--- src/rtl/dec_arith_pkg.sv ---
package dec_arith_pkg;

  // Number base of one digit; the correction constants derive from it.
  localparam int unsigned DEC_RADIX = 10;

  // Condition flags produced by one byte operation.
  typedef struct packed {
    logic c;
    logic x;
    logic v;
    logic z;
    logic n;
  } dec_flags_t;

endpackage

--- src/rtl/dec_rst_sync.sv ---
module dec_rst_sync #(
  parameter int STAGES = 2
) (
  input  logic clk,
  input  logic arst_n,
  output logic srst_n
);

  logic [STAGES-1:0] sync_sh;

  always_ff @(posedge clk or negedge arst_n) begin
    if (!arst_n) begin
      sync_sh <= '0;
    end else begin
      sync_sh <= {sync_sh[STAGES-2:0], 1'b1};
    end
  end

  assign srst_n = sync_sh[STAGES-1];

endmodule

--- src/rtl/dec_low_digit.sv ---
module dec_low_digit #(
  parameter int DIGIT_W = 4
) (
  input  logic [DIGIT_W-1:0]   a_lo,
  input  logic [DIGIT_W-1:0]   b_lo,
  input  logic                 sub_sel,
  input  logic                 ext_in,
  output logic                 low_fix,
  output logic [2*DIGIT_W-1:0] hi_thr
);

  localparam int BYTE_W = 2 * DIGIT_W;
  localparam logic [BYTE_W-1:0] LIM    = BYTE_W'(dec_arith_pkg::DEC_RADIX);
  localparam logic [BYTE_W-1:0] ADJ    = BYTE_W'((1 << DIGIT_W) - dec_arith_pkg::DEC_RADIX);
  localparam logic [BYTE_W-1:0] HI_LIM = LIM << DIGIT_W;

  logic [BYTE_W-1:0] a_ext;
  logic [BYTE_W-1:0] b_ext;
  logic [BYTE_W-1:0] x_ext;
  logic [BYTE_W-1:0] lo_val;

  assign a_ext = BYTE_W'(a_lo);
  assign b_ext = BYTE_W'(b_lo);
  assign x_ext = BYTE_W'(ext_in);

  // Byte-wide so that a negative low difference wraps to a large value.
  always_comb begin
    if (sub_sel) begin
      lo_val = a_ext - b_ext - x_ext;
    end else begin
      lo_val = a_ext + b_ext + x_ext;
    end
  end

  assign low_fix = (lo_val >= LIM);

  // Threshold shifts by the low correction, in the direction of the operation.
  always_comb begin
    if (!low_fix) begin
      hi_thr = HI_LIM;
    end else if (sub_sel) begin
      hi_thr = HI_LIM + ADJ;
    end else begin
      hi_thr = HI_LIM - ADJ;
    end
  end

endmodule

--- src/rtl/dec_byte_raw.sv ---
module dec_byte_raw #(
  parameter int BYTE_W = 8
) (
  input  logic [BYTE_W-1:0] a_in,
  input  logic [BYTE_W-1:0] b_in,
  input  logic              sub_sel,
  input  logic              ext_in,
  output logic [BYTE_W-1:0] raw,
  output logic              raw_out
);

  localparam int EW = BYTE_W + 1;

  logic [EW-1:0] full;

  // The extra top bit is the carry on add and the borrow on subtract.
  always_comb begin
    if (sub_sel) begin
      full = EW'(a_in) - EW'(b_in) - EW'(ext_in);
    end else begin
      full = EW'(a_in) + EW'(b_in) + EW'(ext_in);
    end
  end

  assign raw     = full[BYTE_W-1:0];
  assign raw_out = full[EW-1];

endmodule

--- src/rtl/dec_fixup.sv ---
module dec_fixup #(
  parameter int DIGIT_W = 4
) (
  input  logic [2*DIGIT_W-1:0] raw,
  input  logic                 raw_out,
  input  logic                 low_fix,
  input  logic [2*DIGIT_W-1:0] hi_thr,
  input  logic                 sub_sel,
  output logic [2*DIGIT_W-1:0] res,
  output logic                 carry,
  output logic                 ovf
);

  localparam int BYTE_W = 2 * DIGIT_W;
  localparam int EW     = BYTE_W + 1;
  localparam int MSB    = BYTE_W - 1;
  localparam logic [BYTE_W-1:0] ADJ    = BYTE_W'((1 << DIGIT_W) - dec_arith_pkg::DEC_RADIX);
  localparam logic [BYTE_W-1:0] FIX_HI = ADJ << DIGIT_W;

  logic              hi_fix;
  logic [BYTE_W-1:0] fix_val;
  logic [EW-1:0]     fixed;

  assign hi_fix = raw_out | (raw >= hi_thr);

  always_comb begin
    fix_val = '0;
    if (hi_fix) begin
      fix_val = fix_val | FIX_HI;
    end
    if (low_fix) begin
      fix_val = fix_val | ADJ;
    end
  end

  always_comb begin
    if (sub_sel) begin
      fixed = EW'(raw) - EW'(fix_val);
    end else begin
      fixed = EW'(raw) + EW'(fix_val);
    end
  end

  assign res   = fixed[BYTE_W-1:0];
  assign carry = hi_fix | fixed[EW-1];

  // Signed overflow of the correction step only.
  always_comb begin
    if (sub_sel) begin
      ovf = (raw[MSB] & ~fix_val[MSB] & ~res[MSB]) |
            (~raw[MSB] & fix_val[MSB] & res[MSB]);
    end else begin
      ovf = (~raw[MSB] & ~fix_val[MSB] & res[MSB]) |
            (raw[MSB] & fix_val[MSB] & ~res[MSB]);
    end
  end

endmodule

--- src/rtl/dec_byte_arith.sv ---
module dec_byte_arith
  import dec_arith_pkg::*;
#(
  parameter int DIGIT_W = 4
) (
  input  logic                 clk,
  input  logic                 rst_n,
  input  logic                 op_valid,
  input  logic                 op_sub,
  input  logic [2*DIGIT_W-1:0] opnd_a,
  input  logic [2*DIGIT_W-1:0] opnd_b,
  input  logic                 x_in,
  input  logic                 z_in,
  output logic [2*DIGIT_W-1:0] res_q,
  output logic                 c_q,
  output logic                 x_q,
  output logic                 v_q,
  output logic                 z_q,
  output logic                 n_q,
  output logic                 done_q
);

  localparam int BYTE_W = 2 * DIGIT_W;

  logic              srst_n;
  logic              low_fix;
  logic [BYTE_W-1:0] hi_thr;
  logic [BYTE_W-1:0] raw;
  logic              raw_out;
  logic [BYTE_W-1:0] fx_res;
  logic              fx_c;
  logic              fx_v;

  logic [BYTE_W-1:0] res_cur;
  logic [BYTE_W-1:0] res_nxt;
  dec_flags_t        flg_cur;
  dec_flags_t        flg_nxt;
  logic              done_cur;
  logic              done_nxt;

  dec_rst_sync #(.STAGES(2)) u_rsync (
    .clk    (clk),
    .arst_n (rst_n),
    .srst_n (srst_n)
  );

  dec_low_digit #(.DIGIT_W(DIGIT_W)) u_low (
    .a_lo    (opnd_a[DIGIT_W-1:0]),
    .b_lo    (opnd_b[DIGIT_W-1:0]),
    .sub_sel (op_sub),
    .ext_in  (x_in),
    .low_fix (low_fix),
    .hi_thr  (hi_thr)
  );

  dec_byte_raw #(.BYTE_W(BYTE_W)) u_raw (
    .a_in    (opnd_a),
    .b_in    (opnd_b),
    .sub_sel (op_sub),
    .ext_in  (x_in),
    .raw     (raw),
    .raw_out (raw_out)
  );

  dec_fixup #(.DIGIT_W(DIGIT_W)) u_fix (
    .raw     (raw),
    .raw_out (raw_out),
    .low_fix (low_fix),
    .hi_thr  (hi_thr),
    .sub_sel (op_sub),
    .res     (fx_res),
    .carry   (fx_c),
    .ovf     (fx_v)
  );

  // Next state: the strobe is the clock enable of every output register.
  always_comb begin
    res_nxt  = res_cur;
    flg_nxt  = flg_cur;
    done_nxt = 1'b0;
    if (op_valid) begin
      res_nxt   = fx_res;
      flg_nxt.c = fx_c;
      flg_nxt.x = fx_c;
      flg_nxt.v = fx_v;
      flg_nxt.z = (fx_res == '0) ? z_in : 1'b0;
      flg_nxt.n = fx_res[BYTE_W-1];
      done_nxt  = 1'b1;
    end
  end

  always_ff @(posedge clk or negedge srst_n) begin
    if (!srst_n) begin
      res_cur  <= '0;
      flg_cur  <= '0;
      done_cur <= 1'b0;
    end else begin
      res_cur  <= res_nxt;
      flg_cur  <= flg_nxt;
      done_cur <= done_nxt;
    end
  end

  assign res_q  = res_cur;
  assign c_q    = flg_cur.c;
  assign x_q    = flg_cur.x;
  assign v_q    = flg_cur.v;
  assign z_q    = flg_cur.z;
  assign n_q    = flg_cur.n;
  assign done_q = done_cur;

endmodule

--- config.mk ---
export PLATFORM = sky130hd
export DESIGN_NAME = dec_byte_arith
export DESIGN_NICKNAME = d
export VERILOG_FILES = /design/src/rtl/dec_arith_pkg.sv /design/src/rtl/dec_rst_sync.sv /design/src/rtl/dec_low_digit.sv /design/src/rtl/dec_byte_raw.sv /design/src/rtl/dec_fixup.sv /design/src/rtl/dec_byte_arith.sv
export SDC_FILE = /design/constraint.sdc
export NUM_CORES = 1
export LEC_CHECK = 0
export BUFFER_PORTS_ARGS = -buffer_cell sky130_fd_sc_hd__clkbuf_2
export CORE_MARGIN = 4
export CORE_UTILIZATION = 45
export CTS_CLUSTER_SIZE = 20
export DETAILED_ROUTE_END_ITERATION = 6
export PLACE_DENSITY = 0.65
export SETUP_SLACK_MARGIN = 0.3
export SYNTH_ARGS = -nofsm -noshare
export SYNTH_HDL_FRONTEND = slang
export SYNTH_HIERARCHICAL = 1
export SYNTH_SLANG_ARGS = --single-unit
--- constraint.sdc ---
create_clock -name clk -period 0.8 [get_ports clk]
set_input_delay 0.16 -clock clk [delete_from_list [all_inputs] [get_ports clk]]
set_output_delay 0.16 -clock clk [all_outputs]
set_load 0.05 [all_outputs]
==> reports/results.tsv, run 1 <==
metric	value	unit
status	complete, but fails checks	
violations	setup timing	
holdCritPathClass	flip-flop to asynchronous set/reset pin	
crit_fanout	4	
num_vias	2471	
drt-total-wl	7750	µm
cts.htree.levels	1	
fin_cells	480	
slew_violations	0	
rsz0062_at_grt	yes	
grt_max_degree	13	
final_common_cell	buf_4	
nFillCells	320	
syn_inst	283	
swShare	44.1	%
setup_viol	25	
wl_per_cell	16.2	µm
crit_type	input pin to flip-flop	
ys_types	54	
clkSinkCount	14	
antenna_found_initial	0	
p_seq_share	12.6	%
start_util	47.7	%
row_count	26	
die-area	6840	µm²
mostFrequentLayoutCells	96 x buf_4, 41 x inv_1, 37 x ha_1	
finalNetCount	488	
r2r_start	res_q[1]$_DFFE_PN0P_	
min_period_over_period	550	%
worstSetupStartpointType	input pin	
whs	0.174	ns
synth-edff-count	0	
p_int	0.00592	W
fmax	0.227	GHz
power.switching	0.00466	W
first_global_vias	2551	
combPwrFrac	80.5	%
place_inst	462	
timing.final.ws_setup	-3.60	ns
synth_top_area_share	23.9	%
clockRootBuffer	clkbuf_8	
synth.largest_area_cell	ha_1	
irDropWorstVdd	2070	µV
r2r_cells	2	
finalHoldViolations	0	
tightest_slew	0.597	ns
synth_area_per_cell	8.88	µm²
drive_above_1_share	54.1	%
cts_tree	done	
seq_area_frac_synth	13.9	%
synthTopCellsByArea	ha_1 24%, dfrtp_1 14%, inv_1 7.2%, fa_1 5.6%, mux2_4 5.4%	
total_leakage_power	2.09	nW
die-width	82.7	µm
yosysWarnings	6	
gp_congestion	0.837	
synth_area	2510	µm²
ys.flop_type	dfrtp_1	
diodes	0	
dp_hpwl	4860	µm
synthArstFlopShare	100	%
ys_ff_latch	14	
seq_area	364	µm²
p_clk_share	6.9	%
multi_input_area	2200	µm²
critPathRequiredTime	0.99	ns
fin_crit	4.40	ns
grt-ovfl-total	0	
core_area	5270	µm²
cp.arrival	4.59	ns
clk_pin_slew	0.07	ns
postRouteAntennaNets	0	
ios	36	
cts_buffer_depth	2	
drc	0	
cts_buffers	3	
routed_via_density	5.15	
first_pass_iters	4	
grt_pass1_wl	11200	µm
drt_iter0_drc	151	
relSlewSlack	59.9	%
reg2reg_slack	-0.17	ns
area_delta_synth_final	63.0	%
place_ws	-3.92	ns
skew	0.00813	ns
portBuffers	35	
final_util	77.7	%
clk_latency	0.25	ns
die_h	82.7	µm
powerDensity	2580	nW/µm²
grt_usage	20.7	%
r2r-end	res_q[1]$_DFFE_PN0P_	
cp-end-kind	flip-flop	
maxCapViolations	0	
worst max-delay path, cell delays in order:
cell and delay [ns]:
clkbuf_16 0.13, inv_4 0.03, fa_2 0.41, fa_2 0.39, o21bai_1 0.17, a21oi_1 0.11, a31o_2 0.21, a21oi_2 0.16
or2_4 0.16, inv_2 0.04, ha_4 0.25, a21o_1 0.14, a2111oi_4 0.07, o31a_2 0.33, ha_4 0.27, nor2_2 0.03
a21o_1 0.17, ha_4 0.22, a21o_1 0.18, a31oi_2 0.19, xnor2_2 0.14, nor4b_2 0.38, a32o_1 0.22
final cells by class:
type / count / area share, %
Multi-Input combinational cell: 207 / 53.8
Timing Repair Buffer: 134 / 28.6
Sequential cell: 14 / 8.89
Clock buffer: 4 / 1.34
Tap cell: 70 / 2.14
Inverter: 51 / 5.22
synth_stat cells, drive strengths merged (2+ instances only):
cell and instances:
a21o 12, clkbuf 2, conb 3, inv 51, nor2 13, xnor2 15
xor2 6, or2 4, a21oi 17, mux2 11, ha 48, nand2b 4
nor4b 2, buf 10, dfrtp 14, a31oi 3, a221oi 4, mux2i 6
fa 7, a31o 3, o41ai 3, nor3 7, o21bai 3, or3 2
nand2 7, o21ai 7, nand3 2
timing repair:
item                                   CTS  global route
gates resized for setup                 52            32
hold buffers                             1             0
pin swaps                               24            10
endpoints found under the hold margin    2             0
setup endpoints to repair               25            25
buffers inserted                        10             3
power groups by stage:
stage | combinational (W) | sequential, W | clock [W]
2_1_floorplan | 0.00342 | 0.00203 | 0
5_1_grt | 0.00901 | 0.00135 | 0.000774
4_1_cts | 0.00769 | 0.00122 | 0.000683
3_3_place_gp | 0.00613 | 0.00115 | 0
3_5_place_dp | 0.00624 | 0.00118 | 0
6_report | 0.00852 | 0.00133 | 0.000735
layer usage:
layer,track usage (%),vias up,wire length (µm)
li1,-,1207,-
met3,2.49,21,241
met5,0,-,0
met1,22.8,1177,3140
met2,40.1,66,4080
met4,7.68,0,294
through the flow:
step	cell area (µm²)	TNS, ns	total power [W]
3_5_place_dp	3520	-34.67	0.00742
6_report	4100	-33.90	0.0106
4_1_cts	3960	-32.80	0.00959
2_1_floorplan	2700	-29.29	0.00545
3_3_place_gp	3520	-34.33	0.00728
5_1_grt	4100	-35.52	0.0111
logic make-up (layout without fill, tap and decap cells):
| kind of cell | Yosys count | count (layout) | synth area share [%] |
|---|---|---|---|
| adders and majority gates | 55 | 55 | 29.5 |
| xor gates and xnor gates | 21 | 21 | 7.32 |
| buffers and inverters | 63 | 189 | 11.2 |
| muxes | 17 | 17 | 8.67 |
| and+or+nand+nor | 48 | 48 | 10.6 |
| DFF | 14 | 14 | 13.9 |
| other | 3 | 4 | 0.448 |
| AOI/OAI and AO/OA | 62 | 62 | 18.3 |
how the worst max path moves through the flow:
stage,startpoint,endpoint,slack (ns),cells after the start
floorplan,opnd_a[0],x_q$_DFFE_PN0P_,-3.62,24
global placement,opnd_a[0],x_q$_DFFE_PN0P_,-3.90,24
finish,opnd_b[0],z_q$_DFFE_PN0P_,-3.60,23
global route,opnd_b[0],z_q$_DFFE_PN0P_,-3.77,23
detailed placement,opnd_b[0],x_q$_DFFE_PN0P_,-3.92,24
CTS,opnd_b[0],x_q$_DFFE_PN0P_,-3.48,24
state kept, by name, indices dropped and copies added, names as in the netlist:
name             flops
v_q                  1
res_q                8
x_q                  1
u_rsync/sync_sh      2
done_q               1
z_q                  1
Power figures use the tool's default switching activity.
==> run 2: changes to the inputs <==
--- a/config.mk
+++ b/config.mk
@@ -7,10 +7,10 @@
 export LEC_CHECK = 0
 export BUFFER_PORTS_ARGS = -buffer_cell sky130_fd_sc_hd__clkbuf_2
 export CORE_MARGIN = 4
-export CORE_UTILIZATION = 45
+export CORE_UTILIZATION = 55
 export CTS_CLUSTER_SIZE = 20
 export DETAILED_ROUTE_END_ITERATION = 6
-export PLACE_DENSITY = 0.65
+export PLACE_DENSITY = 0.77
 export SETUP_SLACK_MARGIN = 0.3
 export SYNTH_ARGS = -nofsm -noshare
 export SYNTH_HDL_FRONTEND = slang
==> reports/results.tsv, run 2 (same netlist as run 1, synthesis figures left out) <==
metric	value	unit	change
status	complete, but fails checks		
violations	setup timing		
critPathRequiredTime	0.96	ns	-0.03 ns
clockRootBuffer	clkbuf_8		
first_pass_iters	6		+2
place_inst	447		-3.2%
rsz0062_at_grt	yes		
fmax	0.210	GHz	-7.4%
setup-tns-final	-38.69	ns	-4.79 ns
path_buf_inv	4		+1
tightest_slew	0.566	ns	-0.0319 ns
cp_cell_sequence	clkbuf_2 > inv_1 > ha_1 > buf_4 > nor2b_1 > o21ai_1 > a21oi_1 > a221oi_2 > or2_4 > inv_2 > ha_4 > a21o_1 > a2111oi_4 > o31a_2 > ha_4 > nor2_4 > a21o_1 > ha_4 > a21o_1 > a31o_2 > a21oi_2 > xnor2_1 > nand2b_4 > mux2_4		
timing.final.ws_setup	-3.95	ns	-0.351 ns
finalNetCount	494		+1.2%
maxCapViolations	0		unchanged
grt_pass1_wl	15300	µm	+37%
cp-end-kind	flip-flop		
drt-total-wl	12900	µm	+66%
postRouteAntennaNets	0		unchanged
worstSetupStartpointType	input pin		
cp.arrival	4.92	ns	+0.33 ns
cts_tree	done		
relSlewSlack	61.6	%	+1.6 points
slowest_delay	0.41	ns	about the same
drive_above_1_share	55.5	%	+1.4 points
irDropWorstVdd	2460	µV	+19%
grt-ovfl-total	0		unchanged
drc	0		unchanged
fin_cells	468		-2.5%
drt_iter0_drc	404		+170%
area_delta_synth_final	64.7	%	
slowest_stage	o21ai_1		
place_ws	-3.96	ns	-0.0389 ns
num_vias	3090		+25%
first_global_vias	2871		+13%
min_period_over_period	594	%	+44 points
die_h	75.6	µm	-8.6%
crit_fanout	4		unchanged
skew	0.00483	ns	-0.00330 ns
clk_pin_slew	0.08	ns	about the same
seq_area	364	µm²	unchanged
grt_usage	36.7	%	+16 points
clkSinkCount	14		unchanged
crit_type	input pin to flip-flop		
gp_congestion	0.850		+1.5%
cts.htree.levels	1		unchanged
finalHoldViolations	0		unchanged
ios	36		unchanged
powerDensity	2820	nW/µm²	+9.2%
largest_register_ffs	8		unchanged
mostFrequentLayoutCells	99 x buf_4, 40 x inv_1, 35 x ha_1		
final_util	94.4	%	+17 points
multi_input_area	2220	µm²	+0.85%
cp_top_family	compound AO/OA/AOI/OAI gates		
cts_buffers	3		unchanged
core_area	4380	µm²	-17%
diodes	0		unchanged
row_count	24		-7.7%
slew_violations	0		unchanged
setup_viol	25		unchanged
holdCritPathClass	input pin to flip-flop		
grt_max_degree	16		+3
clk_latency	0.28	ns	+0.03 ns
die-area	5710	µm²	-17%
fin_crit	4.75	ns	+0.351 ns
final_common_cell	buf_4		
antenna_found_initial	1		+1
dp_hpwl	5320	µm	+9.5%
routed_via_density	6.60		+28%
nFillCells	122		-62%
wl_per_cell	27.6	µm	+71%
die-width	75.6	µm	-8.6%
portBuffers	35		unchanged
start_util	57.3	%	+9.6 points
cts_buffer_depth	2		unchanged
total_leakage_power	2.11	nW	+0.85%
-- run 2: cell types whose count changed in the layout (fill, tap and decap cells not counted), sizes merged --
cell    previous run  this run
buf              109       114
clkbuf            28        29
-- run 2: final timing paths --
check	from	to	slack (ns)	cells past startpoint
max in group asynchronous	u_rsync/sync_sh[1]$_DFF_PN0_	res_q[0]$_DFFE_PN0P_	0.41	1
min	op_valid	done_q$_DFF_PN0_	0.17	1
min reg2reg	u_rsync/sync_sh[1]$_DFF_PN0_	x_q$_DFFE_PN0P_	0.20	1
min in group asynchronous	rst_n	u_rsync/sync_sh[1]$_DFF_PN0_	0.20	2
max reg2reg	x_q$_DFFE_PN0P_	x_q$_DFFE_PN0P_	-0.23	2
max	opnd_b[2]	x_q$_DFFE_PN0P_	-3.95	24
-- run 2: report_power, final --
part           switching (W)  leakage, nW  internal, W  total, W
Clock               0.000381       0.0288     0.000441  0.000822
Combinational        0.00489         1.93      0.00462   0.00951
Sequential          0.000331        0.153      0.00101   0.00134
Total                0.00560         2.11      0.00607    0.0117
-- run 2: timing repair --
action,in CTS,in global routing
setup endpoints to repair,25,26
gates cloned,0,0
gates resized for setup,60,26
pin swaps,25,13
hold buffers,1,0
hold endpoints to repair,2,0
buffers inserted,11,5
-- run 2: final cells by class --
cell class / instances / area share [%]
tap: 52 / 1.57
clock buffer: 4 / 1.33
sequential: 14 / 8.80
multi-input combinational: 207 / 53.7
inverter: 51 / 5.11
timing repair buffer: 140 / 29.5
-- run 2: layer usage --
layer	global-route usage, %	part of all wire (%)
met2	63.3	43
met4	19.6	11
met3	6.73	13
met1	42.9	33
met5	0	0.10
-- run 2: through the flow --
stage                     power, W  hold WS (ns)  area, µm²
after floorplan            0.00545        -0.136       2700
after CTS                  0.00969         0.156       3970
after global placement     0.00733       -0.0551       3520
after detailed placement   0.00761       -0.0495       3520
final                       0.0117         0.172       4140
after global routing        0.0120         0.175       4140
==> run 3: changes to the inputs <==
--- a/config.mk
+++ b/config.mk
@@ -10,7 +10,7 @@
 export CORE_UTILIZATION = 55
 export CTS_CLUSTER_SIZE = 20
 export DETAILED_ROUTE_END_ITERATION = 6
-export PLACE_DENSITY = 0.77
+export PLACE_DENSITY_LB_ADDON = 0.05
 export SETUP_SLACK_MARGIN = 0.3
 export SYNTH_ARGS = -nofsm -noshare
 export SYNTH_HDL_FRONTEND = slang
==> reports/results.tsv, run 3 (same netlist as run 1, synthesis figures left out) <==
metric	value	unit	change
r2r_cells	2		unchanged
hold_path_end	done_q$_DFF_PN0_		
start_util	57.3	%	unchanged
die_h	75.6	µm	unchanged
die-width	75.6	µm	unchanged
multi_input_area	2290	µm²	+3.3%
core_area	4380	µm²	unchanged
grt_usage	33.9	%	-2.8 points
worstSetupStartpointType	input pin		
path_common_cell	buf_4		
mostFrequentLayoutCells	87 x buf_4, 38 x inv_1, 34 x ha_1		
ios	36		unchanged
slowest_stage	o31a_2		
cts_buffer_depth	2		unchanged
first_pass_iters	7		+1
diodes	0		unchanged
cts_tree	done		
status	complete, but fails checks		
clk_latency	0.27	ns	about the same
r2r-end	res_q[2]$_DFFE_PN0P_		
cts.htree.levels	1		unchanged
place_inst	442		-1.1%
maxCapViolations	0		unchanged
violations	setup timing		
critPathRequiredTime	0.96	ns	about the same
path_buf_inv	8		+4
tightest_slew	0.626	ns	+0.0601 ns
first_global_vias	2965		+3.3%
relSlewSlack	58.0	%	-3.5 points
cp-end-kind	flip-flop		
crit_fanout	3		-1
whs_path_depth	1		unchanged
area_delta_synth_final	66.9	%	
slew_violations	0		unchanged
finalPower	0.0121	W	+3.6%
seq_area	364	µm²	unchanged
drive_above_1_share	56.6	%	+1.1 points
holdCritPathClass	input pin to flip-flop		
drt_iter0_drc	497		+23%
antenna_found_initial	0		-1
irDropWorstVdd	3270	µV	+33%
cp.arrival	4.98	ns	+0.06 ns
timing.final.ws_setup	-4.03	ns	-0.0717 ns
nFillCells	105		-14%
final_util	95.6	%	+1.3 points
grt-ovfl-total	0		unchanged
clockRootBuffer	clkbuf_8		
gp_congestion	0.805		-5.3%
setup_viol	25		unchanged
grt_max_degree	13		-3
total_leakage_power	2.11	nW	-0.14%
row_count	24		unchanged
rsz0062_at_grt	yes		
portBuffers	35		unchanged
largest_register_ffs	8		unchanged
grt_pass1_wl	14700	µm	-3.9%
clk_pin_slew	0.08	ns	about the same
fmax	0.207	GHz	-1.5%
fin_area	4190	µm²	+1.3%
cp_top_family	compound AO/OA/AOI/OAI gates		
wl_per_cell	29.1	µm	+5.4%
hold_path_startpoint	op_valid		
slowest_delay	0.43	ns	+0.02 ns
place_area	3500	µm²	-0.57%
finalHoldViolations	0		unchanged
final_common_cell	buf_4		
powerDensity	2880	nW/µm²	+2.2%
clkSinkCount	14		unchanged
place_ws	-3.99	ns	-0.0259 ns
reg2reg_slack	-0.21	ns	+0.02 ns
r2r_start	res_q[2]$_DFFE_PN0P_		
drt-total-wl	13400	µm	+3.6%
drc	0		unchanged
dp_hpwl	5220	µm	-1.8%
postRouteAntennaNets	0		unchanged
die-area	5710	µm²	unchanged
num_vias	3111		+0.68%
finalNetCount	486		-1.6%
fin_cells	460		-1.7%
routed_via_density	6.76		+2.4%
min_period_over_period	603	%	+9.0 points
fin_crit	4.83	ns	+0.0717 ns
skew	0.0144	ns	+0.00955 ns
crit_type	input pin to flip-flop		
cts_buffers	3		unchanged
==> run 3: metrics by stage <==
stage                     setup TNS (ns)  hold slack [ns]
after global placement            -34.06          -0.0559
after global routing              -39.02            0.153
final                             -37.96            0.148
after floorplan                   -29.29           -0.136
after detailed placement          -35.21          -0.0531
after CTS                         -33.18            0.140
==> run 3: what timing repair did <==
item,4_1_cts,5_1_grt
pin swaps,28,14
hold buffers,1,0
hold endpoints to repair,2,0
gates resized for setup,63,42
endpoints found under the setup margin,25,26
buffers inserted,7,6
==> run 3: worst max path at each step <==
stage,from,endpoint,slack (ns),cells after the start
6_report,opnd_a[2],x_q$_DFFE_PN0P_,-4.03,25
5_1_grt,opnd_a[0],x_q$_DFFE_PN0P_,-4.08,24
4_1_cts,opnd_a[0],x_q$_DFFE_PN0P_,-3.48,24
3_5_place_dp,opnd_a[0],x_q$_DFFE_PN0P_,-3.99,24
3_3_place_gp,opnd_a[0],x_q$_DFFE_PN0P_,-3.86,24
2_1_floorplan,opnd_a[0],x_q$_DFFE_PN0P_,-3.62,24
==> run 3: report_power, final <==
part / total (W) / internal, W / switching [W]
clock: 0.000772 / 0.000439 / 0.000333
combinational: 0.00997 / 0.00484 / 0.00513
sequential: 0.00135 / 0.00101 / 0.000343
==> run 3: metal layers <==
layer	vias up	GRT usage [%]	routed length, µm
met5	-	0	0
met4	0	19.2	1460
met3	152	6.73	1580
met2	315	61.4	5810
met1	1440	36.3	4510
li1	1204	-	-
==> run 3: cell type report <==
| cell class | instances | share of cell area, % |
|---|---|---|
| Clock buffer | 4 | 1.31 |
| Sequential cell | 14 | 8.68 |
| Timing Repair Buffer | 132 | 28.4 |
| Inverter | 51 | 5.28 |
| Tap cell | 52 | 1.55 |
| Multi-Input combinational cell | 207 | 54.7 |
==> run 3: worst reg2reg max path, cell delays in order, from the launching register on <==
cell	delay, ns
dfrtp_2	0.44
buf_4	0.16
mux2_4	0.29
